--- config.mk ---
export PLATFORM = sky130hd
export DESIGN_NAME = addrErrDetect
export DESIGN_NICKNAME = d
export VERILOG_FILES = /design/src/rtl/addrErrPkg.sv /design/src/rtl/addrErrCtrl.sv /design/src/rtl/addrErrDatapath.sv /design/src/rtl/addrErrDetect.sv
export SDC_FILE = /design/constraint.sdc
export NUM_CORES = 1
export LEC_CHECK = 0
export BUFFER_PORTS_ARGS = -buffer_cell sky130_fd_sc_hd__buf_2
export CAP_MARGIN = 15
export CORE_AREA = 2 2 39 41
export DETAILED_ROUTE_END_ITERATION = 7
export DIE_AREA = 0 0 41 43
export SLEW_MARGIN = 0
export SYNTH_ARGS = -nofsm -noshare
export SYNTH_HDL_FRONTEND = slang
export SYNTH_SLANG_ARGS = --single-unit
export TNS_END_PERCENT = 100
--- constraint.sdc ---
create_clock -name clk -period 0.8 [get_ports clk]
set_input_delay 0.08 -clock clk [delete_from_list [all_inputs] [get_ports clk]]
set_output_delay 0.08 -clock clk [all_outputs]
set_load 0.1 [all_outputs]
--- src/rtl/addrErrPkg.sv ---
package addrErrPkg;

  // Number of low address bits that take part in alignment checks (up to 8-byte).
  localparam int LOW_W = 3;

  typedef enum logic [1:0] {
    SZ_BYTE  = 2'b00,
    SZ_HALF  = 2'b01,
    SZ_WORD  = 2'b10,
    SZ_DWORD = 2'b11
  } accSizeE;

  typedef enum logic [1:0] {
    CAUSE_NONE  = 2'b00,
    CAUSE_PRIV  = 2'b01,
    CAUSE_FETCH = 2'b10,
    CAUSE_DATA  = 2'b11
  } causeE;

  // Strobes from control to datapath: which checks apply to this request.
  typedef struct packed {
    logic             privChk;
    logic             fetchAlignChk;
    logic             dataAlignChk;
    logic [LOW_W-1:0] dataMask;
  } chkStrobeT;

endpackage

--- src/rtl/addrErrCtrl.sv ---
module addrErrCtrl
  import addrErrPkg::*;
#(
  parameter int FETCH_BYTES = 4
) (
  input  logic       reqValid,
  input  logic       reqIsFetch,
  input  logic [1:0] reqSize,
  input  logic       userMode,
  input  logic       alignFetchMode,
  output chkStrobeT  strb
);

  logic [LOW_W:0]   sizeBytes;
  logic [LOW_W-1:0] sizeMask;

  // Byte count of the data access: 1 << size; the mask covers the bits that must be zero.
  always_comb begin
    sizeBytes = (LOW_W+1)'(1) << reqSize;
    sizeMask  = LOW_W'(sizeBytes - (LOW_W+1)'(1));
  end

  always_comb begin
    strb               = '0;
    strb.privChk       = reqValid &  reqIsFetch & userMode;
    strb.fetchAlignChk = reqValid &  reqIsFetch & alignFetchMode;
    strb.dataAlignChk  = reqValid & ~reqIsFetch;
    strb.dataMask      = strb.dataAlignChk ? sizeMask : '0;
  end

endmodule

--- src/rtl/addrErrDatapath.sv ---
module addrErrDatapath
  import addrErrPkg::*;
#(
  parameter int FETCH_BYTES = 4
) (
  input  logic             clk,
  input  logic             rstN,
  input  logic             addrTop,
  input  logic [LOW_W-1:0] addrLow,
  input  chkStrobeT        strb,
  output logic             errFlag,
  output logic [1:0]       errCause
);

  localparam logic [LOW_W-1:0] FETCH_MASK = LOW_W'(FETCH_BYTES - 1);

  logic  privHit;
  logic  fetchMis;
  logic  dataMis;
  causeE causeNxt;

  always_comb begin
    privHit  = strb.privChk & addrTop;
    fetchMis = strb.fetchAlignChk & (|(addrLow & FETCH_MASK));
    dataMis  = strb.dataAlignChk & (|(addrLow & strb.dataMask));
    // Privilege wins over alignment; fetch and data checks are mutually exclusive.
    if (privHit)       causeNxt = CAUSE_PRIV;
    else if (fetchMis) causeNxt = CAUSE_FETCH;
    else if (dataMis)  causeNxt = CAUSE_DATA;
    else               causeNxt = CAUSE_NONE;
  end

  always_ff @(posedge clk or negedge rstN) begin
    if (!rstN) begin
      errFlag  <= 1'b0;
      errCause <= CAUSE_NONE;
    end else begin
      errFlag  <= privHit | fetchMis | dataMis;
      errCause <= causeNxt;
    end
  end

endmodule

--- src/rtl/addrErrDetect.sv ---
module addrErrDetect
  import addrErrPkg::*;
#(
  parameter int ADDR_W      = 32,
  parameter int FETCH_BYTES = 4
) (
  input  logic              clk,
  input  logic              rstN,
  input  logic              reqValid,
  input  logic [ADDR_W-1:0] reqAddr,
  input  logic              reqIsFetch,
  input  logic [1:0]        reqSize,
  input  logic              userMode,
  input  logic              alignFetchMode,
  output logic              errFlag,
  output logic [1:0]        errCause
);

  chkStrobeT strb;

  addrErrCtrl #(.FETCH_BYTES(FETCH_BYTES)) u_ctrl (
    .reqValid      (reqValid),
    .reqIsFetch    (reqIsFetch),
    .reqSize       (reqSize),
    .userMode      (userMode),
    .alignFetchMode(alignFetchMode),
    .strb          (strb)
  );

  addrErrDatapath #(.FETCH_BYTES(FETCH_BYTES)) u_dp (
    .clk     (clk),
    .rstN    (rstN),
    .addrTop (reqAddr[ADDR_W-1]),
    .addrLow (reqAddr[LOW_W-1:0]),
    .strb    (strb),
    .errFlag (errFlag),
    .errCause(errCause)
  );

endmodule

==> metrics.cfg, run 1 <==
[placement]
routabilityCongestion = 0.626
dpl_cell_area_um2 = 309
place_inst = 46
portBuffers = 14

[logic_synthesis]
synth_seq_cells = 3
synth_top_area_share_pct = 44.1
yosys_warnings = 0
synth_cell_types = 12
ys_top_cells_by_area = dfrtp_1 44%, o211ai_2 15%, a21boi_2 6.6%
synth_edf_count = 0
yosysSeqAreaShare_pct = 44.1
syn-cell-area_um2 = 170
synth_cells = 16
synth_top_area_cell = dfrtp_1
synth_nets = 56
ys.flop_type = dfrtp_1
synthArstFlopShare_pct = 100
synth_commonest_cells = 3 x dfrtp_1, 2 x nand2_1, 2 x o211ai_2
syn_avg_cell_area_um2 = 10.6
synth.most_common_cell = dfrtp_1

[global_routing]
grt_max_degree = 5
grt_first_pass_wirelength_um = 634
track_usage_pct = 5.73
gr-total-overflow = 0
grt_pass1_vias = 177
antenna_found_initial = 0

[floorplan]
coreArea_mm2 = 0.00138
std_cell_rows = 14
dieHeight_um = 43
initial_core_util_pct = 12.3
dieWidth_um = 41
fp.dieArea_mm2 = 0.00176
ioPinCount = 43

[clocking]
cts_tree = built
cts_root_buf = clkbuf_4
htree_levels = 1
cts_max_path_buffers = 2
cts.sinks = 3
ctsResizeCount = 0
cts_setup_buffers = 0
numCtsBuffers = 3
clk_pin_slew_ns = 0.04

[drt]
route.detailed.drc = 0
routed_wl_um = 392
avgRoutedWirePerCell_um = 7.69
avgViaCountPerCell = 3.82
num_vias = 195
ant_nets = 0
dr.pass1.iters = 2
drt_iter0_drc = 4

[status]
status = complete, but fails checks
violations = setup timing

[worst_setup_path]
crit_chain = buf_12
slowest_delay_ns = 0.40
critPathKind = flip-flop to output pin
cp.arrival_ns = 0.80
start_kind = flip-flop
critPathCaptureType = output pin
crit_path_top_delay_cell = dfrtp_2
critPathRequiredTime_ns = 0.72
cp.buffers_inverters = 1
cp_max_fo = 1
cp_top_family = flip-flops

[layout]
drive_gt1_share_pct = 68.6
finalInstanceArea_um2 = 345
nNetsFinal = 76
fin_cells = 51
fill_cells = 144
areaGrowthSynthToFinish_pct = 103
diodes = 0

[timing]
finalSetupTns_ns = -0.232
fin_crit_ns = 0.879
max_freq_mhz = 1140
timing.final.max_slew_violations = 0
rsz0062_at_grt = true
setup_ws_ns = -0.0792
hold_viol = 0
tightest_slew_ns = 0.225
setup_viol = 3
period_share_pct = 110
maxSlewHeadroom_pct = 85.0
fin_hold_ws_ns = 0.137

[power_and_ir_drop]
p_leak_nw = 0.158
power.density_mw_per_mm2 = 2000
ir_drop_uv = 391

[flow_run]
cap_violations = 0

[hold_path]
hp-class = input pin to flip-flop

## state kept, by name, summed over array words and instances, names as in the netlist
signal	flops
u_dp.errFlag	1
u_dp.errCause	2
## layer usage
| metal | wire length, µm | part of all wire [%] | vias to the layer above | track usage [%] |
|---|---|---|---|---|
| met5 | 0 | 0 | - | 0 |
| met4 | 0 | 0 | 0 | 6.00 |
| met3 | 57 | 15 | 0 | 3.14 |
| met2 | 191 | 49 | 10 | 7.81 |
| met1 | 143 | 36 | 87 | 5.48 |
| li1 | - | - | 98 | - |
## power by group
group | switching, mW | internal (mW)
registers | 0.0108 | 0.169
clock network | 0.0761 | 0.187
logic | 0.149 | 0.0991
## timing repair
item                                   in CTS  in global routing
hold buffers                                1                  0
setup endpoints to repair                   3                  3
endpoints found under the hold margin       3                  0
## per-stage QoR
stage	util (%)	power, mW	worst slack [ns]
floorplan	-	0.318	0.0743
global placement	22.3	0.427	-0.0174
detailed placement	22.3	0.428	-0.0282
CTS	25.0	0.712	-0.0933
global route	25.0	0.740	-0.110
finish	25.0	0.691	-0.0792
## worst paths after layout
path	startpoint	to	cells after the start
min	userMode	u_dp.errCause[0]	3
max	u_dp.errCause[0]	errCause[0]	1
max in group asynchronous	rstN	u_dp.errFlag	2
min in group asynchronous	rstN	u_dp.errCause[0]	2
## kinds of logic (layout without fill, tap and decap cells)
group	after synthesis	count (layout)	share of synthesized area, %
buf+inv	1	20	2.20
simple gates	3	3	8.09
compound gates	9	9	45.6
flops	3	3	44.1
## cell type report
type                            count  area (µm²)  area share (%)
Timing Repair Buffer               15         125            36.2
Multi-Input combinational cell     12        91.3            26.4
Sequential cell                     3        78.8            22.8
Clock buffer                        4        26.3            7.61
Tap cell                           16        20.0            5.80
Inverter                            1        3.75            1.09
## layout by cell type (no fill, tap or decap), drive strengths merged
master / instances
a21boi: 1
a21oi: 2
a32o: 1
buf: 14
clkbuf: 4
dfrtp: 3
dlygate4sd3: 1
inv: 1
nand2: 2
nor2b: 1
o211ai: 2
o21a: 1
o21ai: 2
(Power assumes the default switching activity.)
==> run 2, diff against run 1 <==
--- a/config.mk
+++ b/config.mk
@@ -8,6 +8,7 @@
 export BUFFER_PORTS_ARGS = -buffer_cell sky130_fd_sc_hd__buf_2
 export CAP_MARGIN = 15
 export CORE_AREA = 2 2 39 41
+export CTS_BUF_LIST = sky130_fd_sc_hd__clkbuf_16
 export DETAILED_ROUTE_END_ITERATION = 7
 export DIE_AREA = 0 0 41 43
 export SLEW_MARGIN = 0
==> metrics.cfg, run 2 (synthesized netlist as in run 1, its figures left out) <==
[layout]
regMostFlops = u_dp.errCause  ; unchanged
largest_register_ffs = 2  ; unchanged
layout_common_cells = 11 x buf_2, 3 x clkbuf_16, 3 x buf_12, 3 x dfrtp_2  ; was 11 x buf_2, 3 x clkbuf_4, 3 x buf_12, 3 x dfrtp_2
fin_util_pct = 28.8  ; was 25.0%
areaGrowthSynthToFinish_pct = 134  ; was 103%
drive_gt1_share_pct = 68.6  ; unchanged
diodes = 0  ; unchanged
finalInstanceArea_um2 = 398  ; was 345 µm²
layout_commonest_cell = buf_2  ; unchanged
nNetsFinal = 76  ; unchanged
reg.largest.list = u_dp.errCause (2), u_dp.errFlag (1)  ; unchanged

[flow_run]
cap_violations = 0  ; unchanged

[clocking]
cts_max_path_buffers = 2  ; unchanged
htree_levels = 1  ; unchanged
cts.sinks = 3  ; unchanged
cts_root_buf = clkbuf_16  ; was clkbuf_4
cts_tree = built  ; unchanged
ctsResizeCount = 0  ; unchanged
clk_pin_slew_ns = 0.03  ; was 0.04 ns
numCtsBuffers = 3  ; unchanged

[worst_setup_path]
cp_max_fo = 1  ; unchanged
slowest_delay_ns = 0.40  ; about the same
crit_path_top_delay_cell = dfrtp_2  ; unchanged
cp.arrival_ns = 0.79  ; was 0.80 ns
crit_chain = buf_12  ; unchanged
critPathKind = flip-flop to output pin  ; unchanged
critPathCaptureType = output pin  ; unchanged
critPathRequiredTime_ns = 0.72  ; about the same
cp_top_family = flip-flops  ; unchanged
start_kind = flip-flop  ; unchanged
cp.buffers_inverters = 1  ; unchanged

[global_routing]
grt_max_degree = 5  ; unchanged
antenna_found_initial = 0  ; unchanged
gr-total-overflow = 0  ; unchanged
grt_pass1_vias = 175  ; was 177
track_usage_pct = 6.23  ; was 5.73%
grt_first_pass_wirelength_um = 669  ; was 634 µm

[drt]
ant_nets = 0  ; unchanged
drt_iter0_drc = 3  ; was 4
avgViaCountPerCell = 3.88  ; was 3.82
dr.pass1.iters = 2  ; unchanged
avgRoutedWirePerCell_um = 8.18  ; was 7.69 µm
routed_wl_um = 417  ; was 392 µm
route.detailed.drc = 0  ; unchanged
num_vias = 198  ; was 195

[floorplan]
fp.dieArea_mm2 = 0.00176  ; unchanged
dieWidth_um = 41  ; unchanged
coreArea_mm2 = 0.00138  ; unchanged
dieHeight_um = 43  ; unchanged
initial_core_util_pct = 12.3  ; unchanged
std_cell_rows = 14  ; unchanged
ioPinCount = 43  ; unchanged

[timing]
finalSetupTns_ns = -0.203  ; was -0.232 ns
setup_ws_ns = -0.0690  ; was -0.0792 ns
max_freq_mhz = 1150  ; was 1140 MHz
period_share_pct = 109  ; was 110%
setup_viol = 3  ; unchanged
hold_viol = 0  ; unchanged
tightest_slew_ns = 0.225  ; unchanged
fin_hold_ws_ns = 0.145  ; was 0.137 ns
timing.final.max_slew_violations = 0  ; unchanged
fin_crit_ns = 0.869  ; was 0.879 ns
rsz0062_at_grt = true  ; unchanged
maxSlewHeadroom_pct = 85.0  ; unchanged

[status]
status = complete, but fails checks  ; unchanged
violations = setup timing  ; unchanged

[placement]
routabilityCongestion = 0.626  ; unchanged
dpl_cell_area_um2 = 309  ; unchanged
portBuffers = 14  ; unchanged

[power_and_ir_drop]
power.density_mw_per_mm2 = 3030  ; was 2000 mW/mm²
ir_drop_uv = 593  ; was 391 µV
power_mw = 1.21  ; was 691 µW
p_leak_nw = 0.185  ; was 0.158 nW

[hold_path]
hp-class = input pin to flip-flop  ; unchanged

[run 2: power breakdown]
| group | total (mW) | internal, mW | switching (mW) |
|---|---|---|---|
| clock | 0.778 | 0.644 | 0.133 |
| sequential | 0.180 | 0.169 | 0.0108 |
| combinational | 0.248 | 0.0991 | 0.149 |
[run 2: what timing repair did]
item                       4_1_cts  5_1_grt
hold buffers                     1        0
setup buffers                    0        0
hold endpoints to repair         3        0
setup endpoints to repair        3        3
[run 2: area by class of cell]
type	instances	area (µm²)
fill	138	986
tap	16	20.0
multi-input combinational	12	91.3
clock buffer	3	75.1
inverter	1	3.75
clock inverter	1	3.75
timing repair buffer	15	125
sequential	3	78.8
[run 2: stage by stage]
stage                     std cells  setup WS (ns)
after floorplan                  16         0.0743
after global placement           46        -0.0174
after detailed placement         46        -0.0282
after CTS                        51        -0.0747
after global routing             51        -0.0876
final                            51        -0.0690
[run 2: path summary, 6_finish.rpt]
| path | slack [ns] | cells past startpoint | from | end |
|---|---|---|---|---|
| worst max-delay path | -0.07 | 1 | u_dp.errCause[0] | errCause[0] |
| max in group asynchronous | 0.51 | 2 | rstN | u_dp.errFlag |
| worst min-delay path | 0.15 | 3 | userMode | u_dp.errCause[0] |
| min in group asynchronous | 0.18 | 2 | rstN | u_dp.errCause[0] |
[run 2: layer usage]
metal	vias up	global-route usage, %	wire (µm)
met2	12	7.81	180
met1	87	6.13	157
met4	0	8.00	14
met3	2	3.14	64
li1	97	-	-
met5	-	0	0
==> run 3, diff against run 2 <==
--- a/config.mk
+++ b/config.mk
@@ -14,5 +14,6 @@
 export SLEW_MARGIN = 0
 export SYNTH_ARGS = -nofsm -noshare
 export SYNTH_HDL_FRONTEND = slang
+export SYNTH_HIERARCHICAL = 1
 export SYNTH_SLANG_ARGS = --single-unit
 export TNS_END_PERCENT = 100
==> metrics.cfg, run 3 <==
[status]
status = complete, but fails checks  ; unchanged
violations = setup timing  ; unchanged

[logic_synthesis]
ys_top_cells_by_area = dfrtp_1 41%, a21oi_1 11%, and3_2 8.2%  ; was dfrtp_1 44%, o211ai_2 15%, a21boi_2 6.6%
synth_xor_area_share_pct = 0  ; unchanged
synth_top_area_cell = dfrtp_1  ; unchanged
synth_commonest_cells = 4 x a21oi_1, 3 x dfrtp_1, 3 x nand2_1  ; was 3 x dfrtp_1, 2 x nand2_1, 2 x o211ai_2
synth_edf_count = 0  ; unchanged
synth_seq_cells = 3  ; unchanged
ys.flop_type = dfrtp_1  ; unchanged
synth_top_family_by_area = compound AO/OA/AOI/OAI gates  ; unchanged
synth_mux_area_share_pct = 0  ; unchanged
synthArstFlopShare_pct = 100  ; unchanged
yosysSeqAreaShare_pct = 40.8  ; was 44.1%
synth-adder-area-share_pct = 0  ; unchanged
synth_top_area_share_pct = 40.8  ; was 44.1%
synth_cells = 20  ; was 16
syn-cell-area_um2 = 184  ; was 170 µm²
synth_compound_area_share_pct = 29.9  ; was 45.6%
synth-simple-area-share_pct = 29.3  ; was 8.09%
syn_avg_cell_area_um2 = 9.20  ; was 10.6 µm²
yosys_warnings = 6  ; was 0
synth_cell_types = 11  ; was 12
synth.most_common_cell = a21oi_1  ; was dfrtp_1
synth_nets = 60  ; was 56

[floorplan]
fp.dieArea_mm2 = 0.00176  ; unchanged
dieHeight_um = 43  ; unchanged
initial_core_util_pct = 13.3  ; was 12.3%
std_cell_rows = 14  ; unchanged
ioPinCount = 43  ; unchanged
dieWidth_um = 41  ; unchanged
coreArea_mm2 = 0.00138  ; unchanged

[timing]
fin_hold_ws_ns = 0.0367  ; was 0.145 ns
setup_viol = 3  ; unchanged
max_freq_mhz = 1150  ; about the same
hold_viol = 0  ; unchanged
setup_ws_ns = -0.0706  ; was -0.0690 ns
timing.final.max_slew_violations = 0  ; unchanged
rsz0062_at_grt = true  ; unchanged
tightest_slew_ns = 0.158  ; was 0.225 ns
period_share_pct = 109  ; about the same
fin_crit_ns = 0.871  ; was 0.869 ns
maxSlewHeadroom_pct = 89.5  ; was 85.0%

[power_and_ir_drop]
ir_drop_uv = 574  ; was 593 µV
p_clk_share_pct = 68.2  ; was 64.5%
p_sw_uw = 249  ; was 293 µW
switching_share_pct = 21.8  ; was 24.3%
p_leak_nw = 0.211  ; was 0.185 nW
power_mw = 1.14  ; was 1.21 mW
p_comb_share_pct = 17.0  ; was 20.6%
power.density_mw_per_mm2 = 2590  ; was 3030 mW/mm²
p_seq_share_pct = 14.8  ; was 14.9%
internal-power_uw = 895  ; was 913 µW

[drt]
avgRoutedWirePerCell_um = 8.71  ; was 8.18 µm
dr.pass1.iters = 2  ; unchanged
route.detailed.drc = 0  ; unchanged
routed_wl_um = 488  ; was 417 µm
avgViaCountPerCell = 3.95  ; was 3.88
num_vias = 221  ; was 198
ant_nets = 0  ; unchanged
drt_iter0_drc = 2  ; was 3

[clocking]
cts_tree = built  ; unchanged
cts_root_buf = clkbuf_16  ; unchanged
cts_setup_buffers = 0  ; unchanged
cts.sinks = 3  ; unchanged
numCtsBuffers = 3  ; unchanged
htree_levels = 1  ; unchanged
cts_max_path_buffers = 2  ; unchanged
clk_pin_slew_ns = 0.03  ; about the same

[worst_setup_path]
crit_path_top_delay_cell = dfrtp_2  ; unchanged
cp_max_fo = 1  ; unchanged
critPathCaptureType = output pin  ; unchanged
crit_chain = buf_12  ; unchanged
start_kind = flip-flop  ; unchanged
cp.buffers_inverters = 1  ; unchanged
slowest_delay_ns = 0.40  ; about the same
critPathKind = flip-flop to output pin  ; unchanged
cp_top_family = flip-flops  ; unchanged
cp.arrival_ns = 0.79  ; about the same
critPathRequiredTime_ns = 0.72  ; about the same

[layout]
diodes = 0  ; unchanged
largest_register_ffs = 2  ; unchanged
seqCellArea_um2 = 78.8  ; unchanged
regMostFlops = u_dp/errCause  ; was u_dp.errCause
reg.largest.list = u_dp/errCause (2), u_dp/errFlag (1)  ; was u_dp.errCause (2), u_dp.errFlag (1)
drive_gt1_share_pct = 70.0  ; was 68.6%
multi_input_area_um2 = 125  ; was 91.3 µm²
nNetsFinal = 81  ; was 76
areaGrowthSynthToFinish_pct = 140  ; was 134%
fin_cells = 56  ; was 51
fill_cells = 137  ; was 138
layout_commonest_cell = buf_2  ; unchanged

[hold_path]
min_from = reqAddr[31]  ; was userMode
hp-class = input pin to flip-flop  ; unchanged
min_to = u_dp/errCause[1]  ; was u_dp.errCause[0]
hold_path_depth = 2  ; was 3

[global_routing]
grt_pass1_vias = 184  ; was 175
gr-total-overflow = 0  ; unchanged
track_usage_pct = 7.14  ; was 6.23%
antenna_found_initial = 0  ; unchanged
grt_first_pass_wirelength_um = 786  ; was 669 µm
grt_max_degree = 5  ; unchanged

[placement]
place_inst = 51  ; was 46
pre_cts_ws_ns = -0.249  ; was -0.0282 ns
routabilityCongestion = 0.668  ; was 0.626
portBuffers = 14  ; unchanged
dp_hpwl_um = 376

[flow_run]
cap_violations = 0  ; unchanged

## run 3: what timing repair did
action	4_1_cts	5_1_grt
resized for setup	0	3
hold buffers	1	0
pin swaps	2	4
endpoints found under the setup margin	5	6
endpoints found under the hold margin	3	0
## run 3: through the flow
step           utilization [%]  TNS [ns]  cell area [µm²]
6_report                  31.9    -0.208              442
5_1_grt                   31.9    -0.261              442
4_1_cts                   30.8    -0.223              427
3_5_place_dp              24.4    -0.692              338
3_3_place_gp              24.4    -0.608              338
2_1_floorplan                -    -0.204              195
## run 3: logic make-up after synthesis
kind of cell | Yosys count
AOI/OAI and AO/OA | 9
DFF | 3
and+or+nand+nor | 8
## run 3: power groups by stage
stage	registers [mW]	clock network [mW]	logic, mW
finish	0.170	0.780	0.194
global route	0.170	0.809	0.207
CTS	0.170	0.792	0.189
detailed placement	0.172	0	0.185
global placement	0.172	0	0.183
floorplan	0.232	0	0.0389
## run 3: layer usage
metal	up-vias	wire [µm]	global-route usage (%)
met5	-	0	0
met4	0	19	6.00
li1	114	-	-
met2	14	220	7.50
met1	91	195	9.35
met3	2	53	4.71
## run 3: how the worst max path moves through the flow
stage,start,to,slack (ns),cells after the start
final,u_dp/errCause[1],errCause[1],-0.07,1
after detailed placement,reqValid,u_dp/errFlag,-0.25,6
after global placement,reqValid,u_dp/errFlag,-0.21,6
after floorplan,reqValid,u_dp/errFlag,-0.08,5
after global routing,u_dp/errCause[1],errCause[1],-0.08,1
after CTS,u_dp/errCause[1],errCause[1],-0.08,1
## run 3: layout make-up
| cell class | count | share of cell area, % |
|---|---|---|
| sequential | 3 | 17.8 |
| clock inverter | 1 | 0.850 |
| tap | 16 | 4.53 |
| clock buffer | 3 | 17.0 |
| timing repair buffer | 16 | 31.4 |
| multi-input combinational | 17 | 28.3 |
